<file path="config.mk">
export PLATFORM = sky130hd
export DESIGN_NAME = dma_chain_walker
export DESIGN_NICKNAME = d
export VERILOG_FILES = /design/src/rtl/dma_chain_walker.sv
export SDC_FILE = /design/constraint.sdc
export NUM_CORES = 1
export LEC_CHECK = 0
export BUFFER_PORTS_ARGS = -buffer_cell sky130_fd_sc_hd__buf_2
export CORE_ASPECT_RATIO = 0.5
export CORE_UTILIZATION = 60
export CTS_CLUSTER_DIAMETER = 200
export DETAILED_ROUTE_END_ITERATION = 12
export PLACE_DENSITY = 0.78
export SYNTH_ARGS = -nofsm -noshare
export SYNTH_HDL_FRONTEND = slang
export SYNTH_SLANG_ARGS = --single-unit
</file>
<file path="constraint.sdc">
create_clock -name clk -period 13.9 [get_ports clk]
set_input_delay 1.39 -clock clk [delete_from_list [all_inputs] [get_ports clk]]
set_output_delay 1.39 -clock clk [all_outputs]
set_load 0.01 [all_outputs]
</file>
<file path="src/rtl/dma_chain_walker.sv">
module dma_chain_walker #(
  parameter int LEN_W = 24
) (
  input  logic             clk,
  input  logic             rst_n,
  input  logic             sw_we,
  input  logic [4:2]       sw_word,
  input  logic [31:0]      sw_wdata,
  output logic [31:0]      sw_rdata,
  output logic             mem_req,
  output logic [31:0]      mem_addr,
  input  logic             mem_rvalid,
  input  logic [31:0]      mem_rdata,
  output logic             xfer_start,
  output logic [31:0]      xfer_src,
  output logic [31:0]      xfer_dst,
  output logic [LEN_W-1:0] xfer_len,
  input  logic             xfer_done,
  output logic             evt,
  output logic             busy
);
  localparam int NW = 8;
  localparam logic [2:0] IX_SRC = 3'd2, IX_DST = 3'd3, IX_SZ = 3'd4,
                         IX_LNK = 3'd5, IX_CTL = 3'd7;
  localparam int B_CAN = 20, B_LST = 4, B_EN = 0;
  localparam logic [31:0] SZ_MASK = (32'h1 << LEN_W) - 32'h1;

  typedef enum logic [1:0] {S_IDLE, S_FETCH, S_DRAIN, S_BUSY} st_t;

  st_t         st;
  logic [31:0] wk [NW];
  logic [31:0] sh [NW];
  logic [2:0]  widx;
  logic [31:0] fbase;
  logic        first;

  wire ctl_wr = sw_we && sw_word == IX_CTL;
  wire cancel = ctl_wr && sw_wdata[B_CAN];
  wire go     = ctl_wr && !sw_wdata[B_CAN] && sw_wdata[B_LST] && st == S_IDLE;

  assign busy     = st != S_IDLE;
  assign mem_req  = st == S_FETCH || st == S_DRAIN;
  assign mem_addr = fbase + {27'd0, widx, 2'b00};
  assign xfer_src = wk[IX_SRC];
  assign xfer_dst = wk[IX_DST];
  assign xfer_len = wk[IX_SZ][LEN_W-1:0];
  assign sw_rdata = (sw_word == IX_SZ) ? (wk[IX_SZ] & SZ_MASK) : wk[sw_word];

  always_ff @(posedge clk) begin
    if (!rst_n) begin
      st         <= S_IDLE;
      widx       <= '0;
      fbase      <= '0;
      first      <= 1'b0;
      xfer_start <= 1'b0;
      evt        <= 1'b0;
      for (int i = 0; i < NW; i++) begin
        wk[i] <= '0;
        sh[i] <= '0;
      end
    end else begin
      xfer_start <= 1'b0;
      evt        <= 1'b0;
      case (st)
        S_IDLE: begin
          if (cancel) begin
            wk[IX_CTL][B_LST] <= 1'b0;
            wk[IX_CTL][B_EN]  <= 1'b0;
          end else if (sw_we) begin
            if (sw_word == IX_CTL) wk[IX_CTL] <= sw_wdata & ~(32'h1 << B_CAN);
            else                   wk[sw_word] <= sw_wdata;
          end
          if (go) begin
            st    <= S_FETCH;
            fbase <= wk[IX_LNK];
            widx  <= '0;
            first <= 1'b1;
          end
        end
        S_FETCH: begin
          if (cancel) begin
            st                <= mem_rvalid ? S_IDLE : S_DRAIN;
            wk[IX_CTL][B_LST] <= 1'b0;
            wk[IX_CTL][B_EN]  <= 1'b0;
          end else if (mem_rvalid) begin
            if (widx == 3'(NW - 1)) begin
              for (int i = 0; i < NW - 1; i++) wk[i] <= sh[i];
              wk[NW-1]   <= mem_rdata;
              xfer_start <= 1'b1;
              evt        <= first;
              first      <= 1'b0;
              st         <= S_BUSY;
            end else begin
              sh[widx] <= mem_rdata;
              widx     <= widx + 3'd1;
            end
          end
        end
        S_DRAIN: begin
          if (mem_rvalid) st <= S_IDLE;
        end
        S_BUSY: begin
          if (cancel) begin
            st                <= S_IDLE;
            wk[IX_CTL][B_LST] <= 1'b0;
            wk[IX_CTL][B_EN]  <= 1'b0;
          end else if (xfer_done) begin
            evt <= 1'b1;
            if (wk[IX_LNK] == '0) begin
              st                <= S_IDLE;
              wk[IX_CTL][B_LST] <= 1'b0;
              wk[IX_CTL][B_EN]  <= 1'b0;
            end else begin
              st    <= S_FETCH;
              fbase <= wk[IX_LNK];
              widx  <= '0;
            end
          end
        end
        default: st <= S_IDLE;
      endcase
    end
  end

  AST_START_PULSE: assert property (@(posedge clk) disable iff (!rst_n)
    xfer_start |=> !xfer_start);
  AST_START_BUSY: assert property (@(posedge clk) disable iff (!rst_n)
    xfer_start |-> busy);
  AST_REQ_HOLD: assert property (@(posedge clk) disable iff (!rst_n)
    (mem_req && !mem_rvalid) |=> (mem_req && $stable(mem_addr)));
  AST_ADDR_STEP: assert property (@(posedge clk) disable iff (!rst_n)
    (st == S_FETCH && mem_rvalid && !cancel && widx != 3'(NW - 1))
      |=> (mem_addr == $past(mem_addr) + 32'd4));
  AST_LINK_END: assert property (@(posedge clk) disable iff (!rst_n)
    (st == S_BUSY && xfer_done && !cancel && wk[IX_LNK] == '0)
      |=> (!busy && !sw_rdata[B_EN] || sw_word != IX_CTL || !busy));
  AST_CANCEL_IDLE: assert property (@(posedge clk) disable iff (!rst_n)
    (cancel && (st == S_IDLE || st == S_BUSY || (st == S_FETCH && mem_rvalid)))
      |=> (!busy && !xfer_start && !evt));
  AST_CANCEL_DRAIN: assert property (@(posedge clk) disable iff (!rst_n)
    (cancel && st == S_FETCH && !mem_rvalid) |=> (mem_req && !xfer_start));
endmodule

</file>
==> results of run 1 <==
cell type report:
| class | instances | share of cell area |
|---|---|---|
| tap | 530 | 0.0251 |
| antenna | 1 | 0.0000947 |
| inverter | 14 | 0.00218 |
| clock buffer | 68 | 0.0485 |
| multi-input combinational | 1399 | 0.323 |
| timing repair buffer | 260 | 0.0527 |
| sequential | 504 | 0.545 |
| clock inverter | 11 | 0.00322 |
power breakdown:
| group | switching (mW) | internal (mW) | leakage (nW) | total (mW) |
|---|---|---|---|---|
| clock | 0.549 | 0.655 | 0.665 | 1.20 |
| combinational | 0.178 | 0.0808 | 4.63 | 0.258 |
| sequential | 0.0301 | 1.70 | 5.12 | 1.73 |
layer usage:
metal  up-vias  track usage  wire (microns)
li1       7635            -               -
met3       173       0.0867            9320
met1      8564        0.463           26600
met5         -            0               0
met2      1155        0.558           32700
met4         0        0.125            2380
sequential cells by signal, indices dropped and copies added (netlist names):
register / cells
sh: 216
first: 1
widx: 3
xfer_start: 1
fbase: 32
evt: 1
st: 2
wk: 248
synthesized netlist by cell type, drive strengths merged, types with 16 or more instances:
cell type    n
nand2      502
edfxtp     432
and2       206
o21ai      114
nand3      111
buf        106
clkbuf      99
mux2        79
dfxtp       72
nor2        65
mux2i       57
a22o        39
a21oi       25
xnor2       21
mux4        18
nor3        16
critical path, delay by kind of cell:
kind            cells  cell delay, ns
simple gates        2            0.50
buf+inv             3            1.42
compound gates      2            0.68
how the worst min path moves through the flow:
stage / from / to / slack [ns] / depth (start not counted)
floorplan: fbase[0] / fbase[0] / 0.44 / 2
global placement: fbase[4] / fbase[4] / 0.45 / 2
detailed placement: fbase[1] / fbase[1] / 0.45 / 2
CTS: fbase[1] / fbase[1] / 0.46 / 2
global route: fbase[1] / fbase[1] / 0.49 / 2
finish: fbase[1] / fbase[1] / 0.46 / 2
per-stage QoR:
stage          power (mW)  instance area [sq um]  utilization  cells  hold WS, ns
4_1_cts              3.18                  26400        0.677   2786        0.461
6_report             3.19                  26400        0.677   2787        0.462
3_3_place_gp         2.00                  25100        0.642   2707        0.452
3_5_place_dp         2.01                  25100        0.642   2707        0.452
5_1_grt              3.25                  26400        0.677   2787        0.491
2_1_floorplan        1.90                  23800            -   2122        0.435
cells by family after synthesis:
family / synth area share
flip-flops: 0.604
adder cells (fa/ha/maj): 0.00556
buffers and inverters: 0.0448
multiplexers: 0.0782
AO/OA/AOI/OAI: 0.0683
XOR/XNOR: 0.0103
AND/OR/NAND/NOR: 0.188
cells in the final DEF, fill, tap and decap left out, drive strengths merged, types with 18 or more instances in the layout:
cell,Yosys,routed
clkbuf,99,68
edfxtp,432,432
mux2i,57,57
nand2,502,502
mux4,18,18
nand3,111,111
buf,106,260
dfxtp,72,72
o21ai,114,114
a22o,39,39
nor2,65,65
a21oi,25,25
and2,206,206
mux2,79,79
xnor2,21,21
==> impl_results.md, run 1 <==
- Largest area contributor in the netlist: edfxtp_1
- DR WL/cell: 25.5 microns
- Clock skew: 0.0247 ns
- Net Count, Synth: about 2200
- CP required: 12.51 ns
- Final WL: slightly above 70000 microns
- Reg2reg setup slack: 9.48 ns
- GRT Residual Overflow: 0
- Static Leak: 10.4 nW
- Fillers: 2839
- GPL Wtd Cong: 0.903
- CTS tree: built
- Critical path, cell by cell: buf_4, buf_4, nor2_2, a22o_1, a221oi_1, nor2_1, buf_2
- Slew Limit Fails: 0
- Footprint of the multi-input gates: 8540 sq um
- Critical R2R Capture: wk[3][29]
- MaxCap Viol Count: 0
- Sequential fraction of the synthesis area: 0.604
- Final WS setup: between 8 and 9 ns
- Main area contributors after synthesis: edfxtp_1, nand2_1, dfxtp_1
- DRT antenna net count: 0
- All-Layer GR Usage: 0.347
- Share of cells above drive strength 1: 0.201
- Post-synth EDFFs: roughly 430
- Vias per cell: 6.29
- HPWL Detailed: 42700 microns
- Mapped Cells: 2122
- # clock sinks: 504
- Synth Register Bits: 504
- Buffers on Ports: about 230
- Pin count of the biggest net entering global routing: 97
- Placeable core area: 39100 sq um
- Crit-path max cell delay: 0.77 ns
- Syn avg cell area: ~11 sq um
- Sequential cell area: 14400 sq um
- Root buf cell: clkbuf_16
- Via count: around 18000
- HP Class: reg2reg
- CP most frequent cell: buf_4
- R2R depth: 6
- Final setup violation count: 0
- Worst-path fanout max: 57
- CTS Buffer Depth: 3
- Die H: 143 microns
- Total Die Area: 40600 sq um
- Row count: 51
- Worst Path Arrival: 4.09 ns
- Starting Density: 0.611
- Vias in the first global route: 16584
- Initial antenna violation count: 1
- Synth Warn #: 0
- Clock Latency Late Sink: around 0.57 ns
- Postcts setup bufs: 0
- RSZ-0062 raised after global routing: no
- First-pass GRT wire length: roughly 100000 microns
- Die X: between 200 and 300 microns
- Iteration count of the initial detailed-routing pass: 6
- # resized after CTS: 0
- Slew headroom: 0.183
- DRC Markers: 0
- PD cells: around 120 nW/um^2
- Inserted Clock Buffers: 44
- Crit path launch type: primary input
- Tmin final: 5.48 ns
- Post-synth top flop: edfxtp_1
- Ports: 228
- Synth async-reset ratio: 0
- Worst setup EP type: primary output
- Setup TNS: 0 ns
- Final hold violation count: 0
- Worst Max-Slew Pin Slew: 1.23 ns
- Clk slew on worst S/H paths: 0.06 ns
- Area Growth Syn to Fin: 10.9%
- Status: complete, no violations
- Area fraction of the dominant cell type after synthesis: 0.544
- CP Launch Point: sw_word[4]
- Kind of critical path: in2out
- CP max stage cell: buf_4
- Tcrit/Tclk final: 0.395
- Setup crit end: sw_rdata[0]
- Fmax achieved: 182 MHz
- Layout Nets: 2305
- H-tree Lvls: 2
- Cell Area, Synth: about 24000 sq um
- # hold bufs at CTS: 0
- Pre-CTS WS: about 8.3 ns
- DR iter-0 viols: 2257
- IR drop worst, VDD: 0.0842 mV
- Synth cell types: 67
- Worst R2R Start: st[0]
No activity file was read; power rests on OpenSTA's default activity.
==> inputs of run 2 (changes only) <==
CORE_UTILIZATION = 54   (was 60)
PLACE_DENSITY = 0.74   (was 0.78)
clock period = 4.42 ns   (was 13.9 ns; I/O delays follow)
==> impl_results.md, run 2 (synthesis gave the netlist of run 1 again) <==
- Slew Limit Fails: 0 (unchanged)
- CP required: 4.82 ns (was 12.51 ns)
- Tcrit/Tclk final: 0.763
- Vias in the first global route: 16679 (was 16584)
- Commonest non-fill, non-tap cells in the layout: nand2_1, edfxtp_1, buf_2, and2_1, nand3_1 (unchanged)
- Placeable core area: 42800 sq um (was 39100 sq um)
- Area Growth Syn to Fin: 12.6% (was 10.9%)
- Fmax achieved: 297 MHz
- HP Class: in2reg (was reg2reg)
- Buffers on Ports: 227 (unchanged)
- Tmin final: 3.37 ns
- GPL Wtd Cong: 0.885 (was 0.903)
- Root buf cell: clkbuf_16 (unchanged)
- Final hold violation count: 0 (unchanged)
- CTS tree: built (unchanged)
- Reg power frac: 0.539 (was 0.541)
- Internal power: 7.66 mW (was 2.43 mW)
- Sequential cell area: 14400 sq um (unchanged)
- # hold bufs at CTS: 0 (unchanged)
- DR iter-0 viols: 2129 (was 2257)
- Reg2reg setup slack: 1.05 ns (was 9.48 ns)
- Cell family with most CP delay: buffers and inverters (unchanged)
- IR drop worst, VDD: 0.271 mV (was 0.0842 mV)
- Leading cell type in the layout, fill and taps excluded: nand2_1 (unchanged)
- Die H: 151 microns (was 143 microns)
- MaxCap Viol Count: 0 (unchanged)
- Slew headroom: 0.216 (was 0.183)
- Switching share of power: 0.238 (was 0.237)
- Footprint of the multi-input gates: 8510 sq um (was 8540 sq um)
- Kind of critical path: reg2reg (was in2out)
- # clock sinks: 504 (unchanged)
- H-tree Lvls: 2 (unchanged)
- Inserted Clock Buffers: 44 (unchanged)
- Max FFs per register: 248 (unchanged)
- All-Layer GR Usage: 0.319 (was 0.347)
- Crit path launch type: flop (was primary input)
- Hold slack: 0.115 ns (was 0.462 ns)
- Worst Path Arrival: 3.77 ns (was 4.09 ns)
- Non-Filler Instances: 2865 (was 2787)
- Share of cells above drive strength 1: 0.209 (was 0.201)
- HPWL Detailed: 45300 microns (was 42700 microns)
- Setup TNS: 0 ns (unchanged)
- Iteration count of the initial detailed-routing pass: 5 (was 6)
- First-pass GRT wire length: 105000 microns (was 103000 microns)
- CP most frequent cell: nand2_1 (was buf_4)
- GRT Residual Overflow: 0 (unchanged)
- Worst-path fanout max: 81 (was 57)
- DRT antenna net count: 0 (unchanged)
- Worst setup EP type: flop (was primary output)
- Clock Latency Late Sink: 0.57 ns (about the same)
- RSZ-0062 raised after global routing: no (unchanged)
- Status: complete, no violations (unchanged)
- Pin count of the biggest net entering global routing: 83 (was 97)
- Sw power: 2.39 mW (was 0.757 mW)
- Cells after DPL: 2781 (was 2707)
- Crit-path max cell delay: 0.77 ns (about the same)
- Initial antenna violation count: 3 (was 1)
- Top Registers: wk: 248 flops, sh: 216 flops, fbase: 32 flops (unchanged)
- Clk slew on worst S/H paths: 0.07 ns (was 0.06 ns)
- Row count: 53 (was 51)
- Gate power share: 0.084 (was 0.081)
- Die X: 299 microns (was 284 microns)
- DR WL/cell: 25.3 microns (was 25.5 microns)
- Clock skew: 0.0236 ns (was 0.0247 ns)
- Vias per cell: 6.16 (was 6.29)
- CP Buf/Inv Count: 2 (was 3)
- Most flops, register: wk (unchanged)
- Starting Density: 0.558 (was 0.611)
- Via count: 17637 (was 17527)
- Ports: 228 (unchanged)
- Total Die Area: 45100 sq um (was 40600 sq um)
- Postcts setup bufs: 0 (unchanged)
- Layout Nets: 2332 (was 2305)
- DRC Markers: 0 (unchanged)
- Static Leak: 10.6 nW (was 10.4 nW)
- Final WL: 72400 microns (was 71000 microns)
- Fillers: 3298 (was 2839)
- Clk pwr share: 0.376 (was 0.378)
- PD cells: 374 nW/um^2 (was 121 nW/um^2)
- CP max stage cell: dfxtp_1 (was buf_4)
- Critical path, cell by cell: ha_1, ha_1, nand2_1, a211oi_1, nand2_1, inv_6, buf_4, nand2_1, o21ai_0 (was buf_4, buf_4, nor2_2, a22o_1, a221oi_1, nor2_1, buf_2)
- Worst Max-Slew Pin Slew: 1.17 ns (was 1.23 ns)
- # resized after CTS: 0 (unchanged)
- CTS Buffer Depth: 3 (unchanged)
- Final setup violation count: 0 (unchanged)
-- run 2: cell types whose count changed in the layout (fill, tap and decap cells not counted), moves of 2 or more --
cell / previous run / this run
buf_4: 37 / 52
buf_12: 0 / 12
clkbuf_1: 16 / 18
diode_2: 1 / 3
inv_6: 3 / 1
-- run 2: worst paths after layout --
kind	from	cells past startpoint	to
setup / recovery	widx[1]	9	wk[4][20]
hold / removal	mem_rdata[0]	3	sh[6][0]
setup reg to reg	widx[1]	9	wk[4][20]
hold reg to reg	fbase[2]	2	fbase[2]
-- run 2: routing by layer --
| metal | track usage | vias up | part of all wire |
|---|---|---|---|
| met5 | 0 | - | 0 |
| met4 | 0.125 | 0 | 0.037 |
| met3 | 0.0812 | 184 | 0.13 |
| met2 | 0.496 | 1167 | 0.45 |
| met1 | 0.432 | 8590 | 0.37 |
| li1 | - | 7696 | - |
-- run 2: power by group through the flow --
stage          sequential (mW)  combinational [mW]  clock, mW
6_report                  5.42               0.848       3.78
5_1_grt                   5.43               0.893       3.97
4_1_cts                   5.42               0.835       3.78
3_5_place_dp              5.52               0.832          0
3_3_place_gp              5.52               0.821          0
2_1_floorplan             5.50               0.465          0
-- run 2: layout make-up --
class | instances | share of cell area
Clock inverter | 9 | 0.00200
Timing Repair Buffer | 287 | 0.0651
Multi-Input combinational cell | 1399 | 0.317
Tap cell | 577 | 0.0269
Sequential cell | 504 | 0.537
Antenna cell | 3 | 0.000280
Inverter | 14 | 0.00214
Clock buffer | 72 | 0.0495
-- run 2: worst min-delay path, stage by stage --
cell     delay [ns]
buf_2          0.10
nand2_1        0.05
o21ai_0        0.06
-- run 2: stage by stage --
stage,power (mW),worst slack (ns),area [sq um],utilization
after CTS,10.0,1.07,26800,0.627
after floorplan,5.96,-0.0766,23800,-
after detailed placement,6.35,1.09,25500,0.595
after global routing,10.3,0.843,26800,0.627
after global placement,6.34,1.15,25500,0.595
final,10.1,1.05,26800,0.628
==> inputs of run 3 (changes only) <==
CORE_UTILIZATION = 60   (was 54)
PLACE_DENSITY = 0.78   (was 0.74)
clock period = 3.4 ns   (was 4.42 ns; I/O delays follow)
==> impl_results.md, run 3 (synthesis gave the netlist of run 1 again) <==
- Total Die Area: 40600 sq um (was 45100 sq um)
- Tcrit/Tclk final: 0.936
- Postcts setup bufs: 0 (unchanged)
- Die X: 284 microns (was 299 microns)
- CTS Buffer Depth: 3 (unchanged)
- # hold bufs at CTS: 1 (was 0)
- Met2 Track Usage GR: 0.546 (was 0.496)
- Fmax achieved: approximately 310 MHz
- Top Registers: wk: 248 flops, sh: 216 flops, fbase: 32 flops (unchanged)
- Final core utilization: 0.692 (was 0.628)
- GRT Residual Overflow: 0 (unchanged)
- Root buf cell: clkbuf_16 (unchanged)
- GPL Wtd Cong: 0.940 (was 0.885)
- HPWL Detailed: 46300 microns (was 45300 microns)
- Worst R2R Start: st[0] (was widx[1])
- Most flops, register: wk (unchanged)
- # clock sinks: 504 (unchanged)
- Tmin final: 3.18 ns
- Final WL: 71000 microns (was 72400 microns)
- Static Leak: 10.7 nW (was 10.6 nW)
- Worst Max-Slew Pin Slew: 0.829 ns (was 1.17 ns)
- Vias in the first global route: 16738 (was 16679)
- All-Layer GR Usage: 0.345 (was 0.319)
- CP required: 3.06 ns (was 4.82 ns)
- Initial antenna violation count: 1 (was 3)
- Fillers: 2799 (was 3298)
- DRC Markers: 0 (unchanged)
- RSZ-0062 raised after global routing: no (unchanged)
- Layout Nets: 2355 (was 2332)
- PD cells: 486 nW/um^2 (was 374 nW/um^2)
- Hold Path Depth: 3 (unchanged)
- Share of cells above drive strength 1: 0.220 (was 0.209)
- Final setup violation count: 0 (unchanged)
- Ports: 228 (unchanged)
- Kind of critical path: reg2out (was reg2reg)
- Final hold violation count: 0 (unchanged)
- Inserted Clock Buffers: 45 (was 44)
- Footprint of the multi-input gates: 8520 sq um (was 8510 sq um)
- Vias per cell: 6.25 (was 6.16)
- Pin count of the biggest net entering global routing: 65 (was 83)
- Row count: 51 (was 53)
- Gr busiest metal: met2 (unchanged)
- CP Launch Point: widx[2] (was widx[1])
- Met3 Track Usage GR: 0.0800 (was 0.0812)
- Clock Latency Late Sink: 0.58 ns (was 0.57 ns)
- DRT antenna net count: 0 (unchanged)
- Via count: 17691 (was 17637)
- CTS tree: built (unchanged)
- Worst-path fanout max: 12 (was 81)
- Max FFs per register: 248 (unchanged)
- Die H: 143 microns (was 151 microns)
- R2R depth: 6 (was 9)
- Non-Filler Instances: 2832 (was 2865)
- First-pass GRT wire length: 103000 microns (was 105000 microns)
- Clk slew on worst S/H paths: 0.07 ns (about the same)
- Area Growth Syn to Fin: 13.4% (was 12.6%)
- H-tree Lvls: 2 (unchanged)
- HP Class: in2reg (unchanged)
- Iteration count of the initial detailed-routing pass: 5 (unchanged)
- MaxCap Viol Count: 0 (unchanged)
- # diodes: 0 (was 3)
- DR iter-0 viols: 2502 (was 2129)
- Worst Path Arrival: 2.84 ns (was 3.77 ns)
- Commonest non-fill, non-tap cells in the layout: nand2_1, edfxtp_1, buf_2, and2_1, nand3_1 (unchanged)
- Crit path launch type: flop (unchanged)
- Cells after DPL: 2755 (was 2781)
- GRT met1 Usage: 0.464 (was 0.432)
- Clock skew: 0.0264 ns (was 0.0236 ns)
- Hold_sp: mem_rdata[0] (unchanged)
- Worst setup EP type: primary output (was flop)
- DR WL/cell: 25.1 microns (was 25.3 microns)
- Sequential cell area: 14400 sq um (unchanged)
- IR drop worst, VDD: 0.388 mV (was 0.271 mV)
- Buffers on Ports: 227 (unchanged)
- Starting Density: 0.611 (was 0.558)
- Slew Limit Fails: 0 (unchanged)
- # resized after CTS: 0 (unchanged)
- Leading cell type in the layout, fill and taps excluded: nand2_1 (unchanged)
- Placeable core area: 39100 sq um (was 42800 sq um)
- Status: complete, no violations (unchanged)
- Slew headroom: 0.446 (was 0.216)
run 3: area by class of cell:
type	count	share of cell area
clock buffers	62	0.0474
repair buffers	309	0.0731
flip-flops and latches	504	0.533
well taps	530	0.0245
clock inverters	14	0.00449
multi-input cells	1399	0.315
inverters	14	0.00213
run 3: critical path, stage by stage (launching register included):
cell and delay, ns:
dfxtp_1 0.67, ha_1 0.31, a21oi_1 0.22, or3b_2 0.58
nor3_1 0.19, xor2_1 0.17, buf_2 0.15
run 3: metal layers:
metal	wire length (microns)	part of all wire	vias to the layer above
li1	-	-	7735
met1	26000	0.37	8502
met2	32600	0.46	1246
met3	9790	0.14	208
met4	2610	0.037	0
met5	0	0	-
run 3: path summary, 6_finish.rpt:
| kind | endpoint | slack [ns] |
|---|---|---|
| hold reg to reg | fbase[4] | 0.47 |
| hold / removal | sh[6][0] | 0.01 |
| setup / recovery | mem_addr[15] | 0.22 |
| setup reg to reg | wk[0][7] | 0.56 |
run 3: power by group:
| group | internal [mW] | leakage (nW) | total (mW) | switching, mW |
|---|---|---|---|---|
| clock network | 2.72 | 0.676 | 4.99 | 2.27 |
| logic | 0.370 | 4.93 | 1.11 | 0.738 |
| registers | 6.93 | 5.12 | 7.05 | 0.123 |
| total | 10.0 | 10.7 | 13.1 | 3.13 |
run 3: metrics by stage:
stage	hold WS [ns]	cell area, sq um	setup WS, ns	total power, mW	TNS (ns)
floorplan	0.435	23900	-0.169	7.75	-10.81
global placement	0.446	25600	0.630	8.24	0
detailed placement	0.465	25600	0.546	8.25	0
CTS	0.00518	27000	0.212	13.1	0
global route	0.0373	27000	0.0490	13.5	0
finish	0.0114	27000	0.217	13.1	0
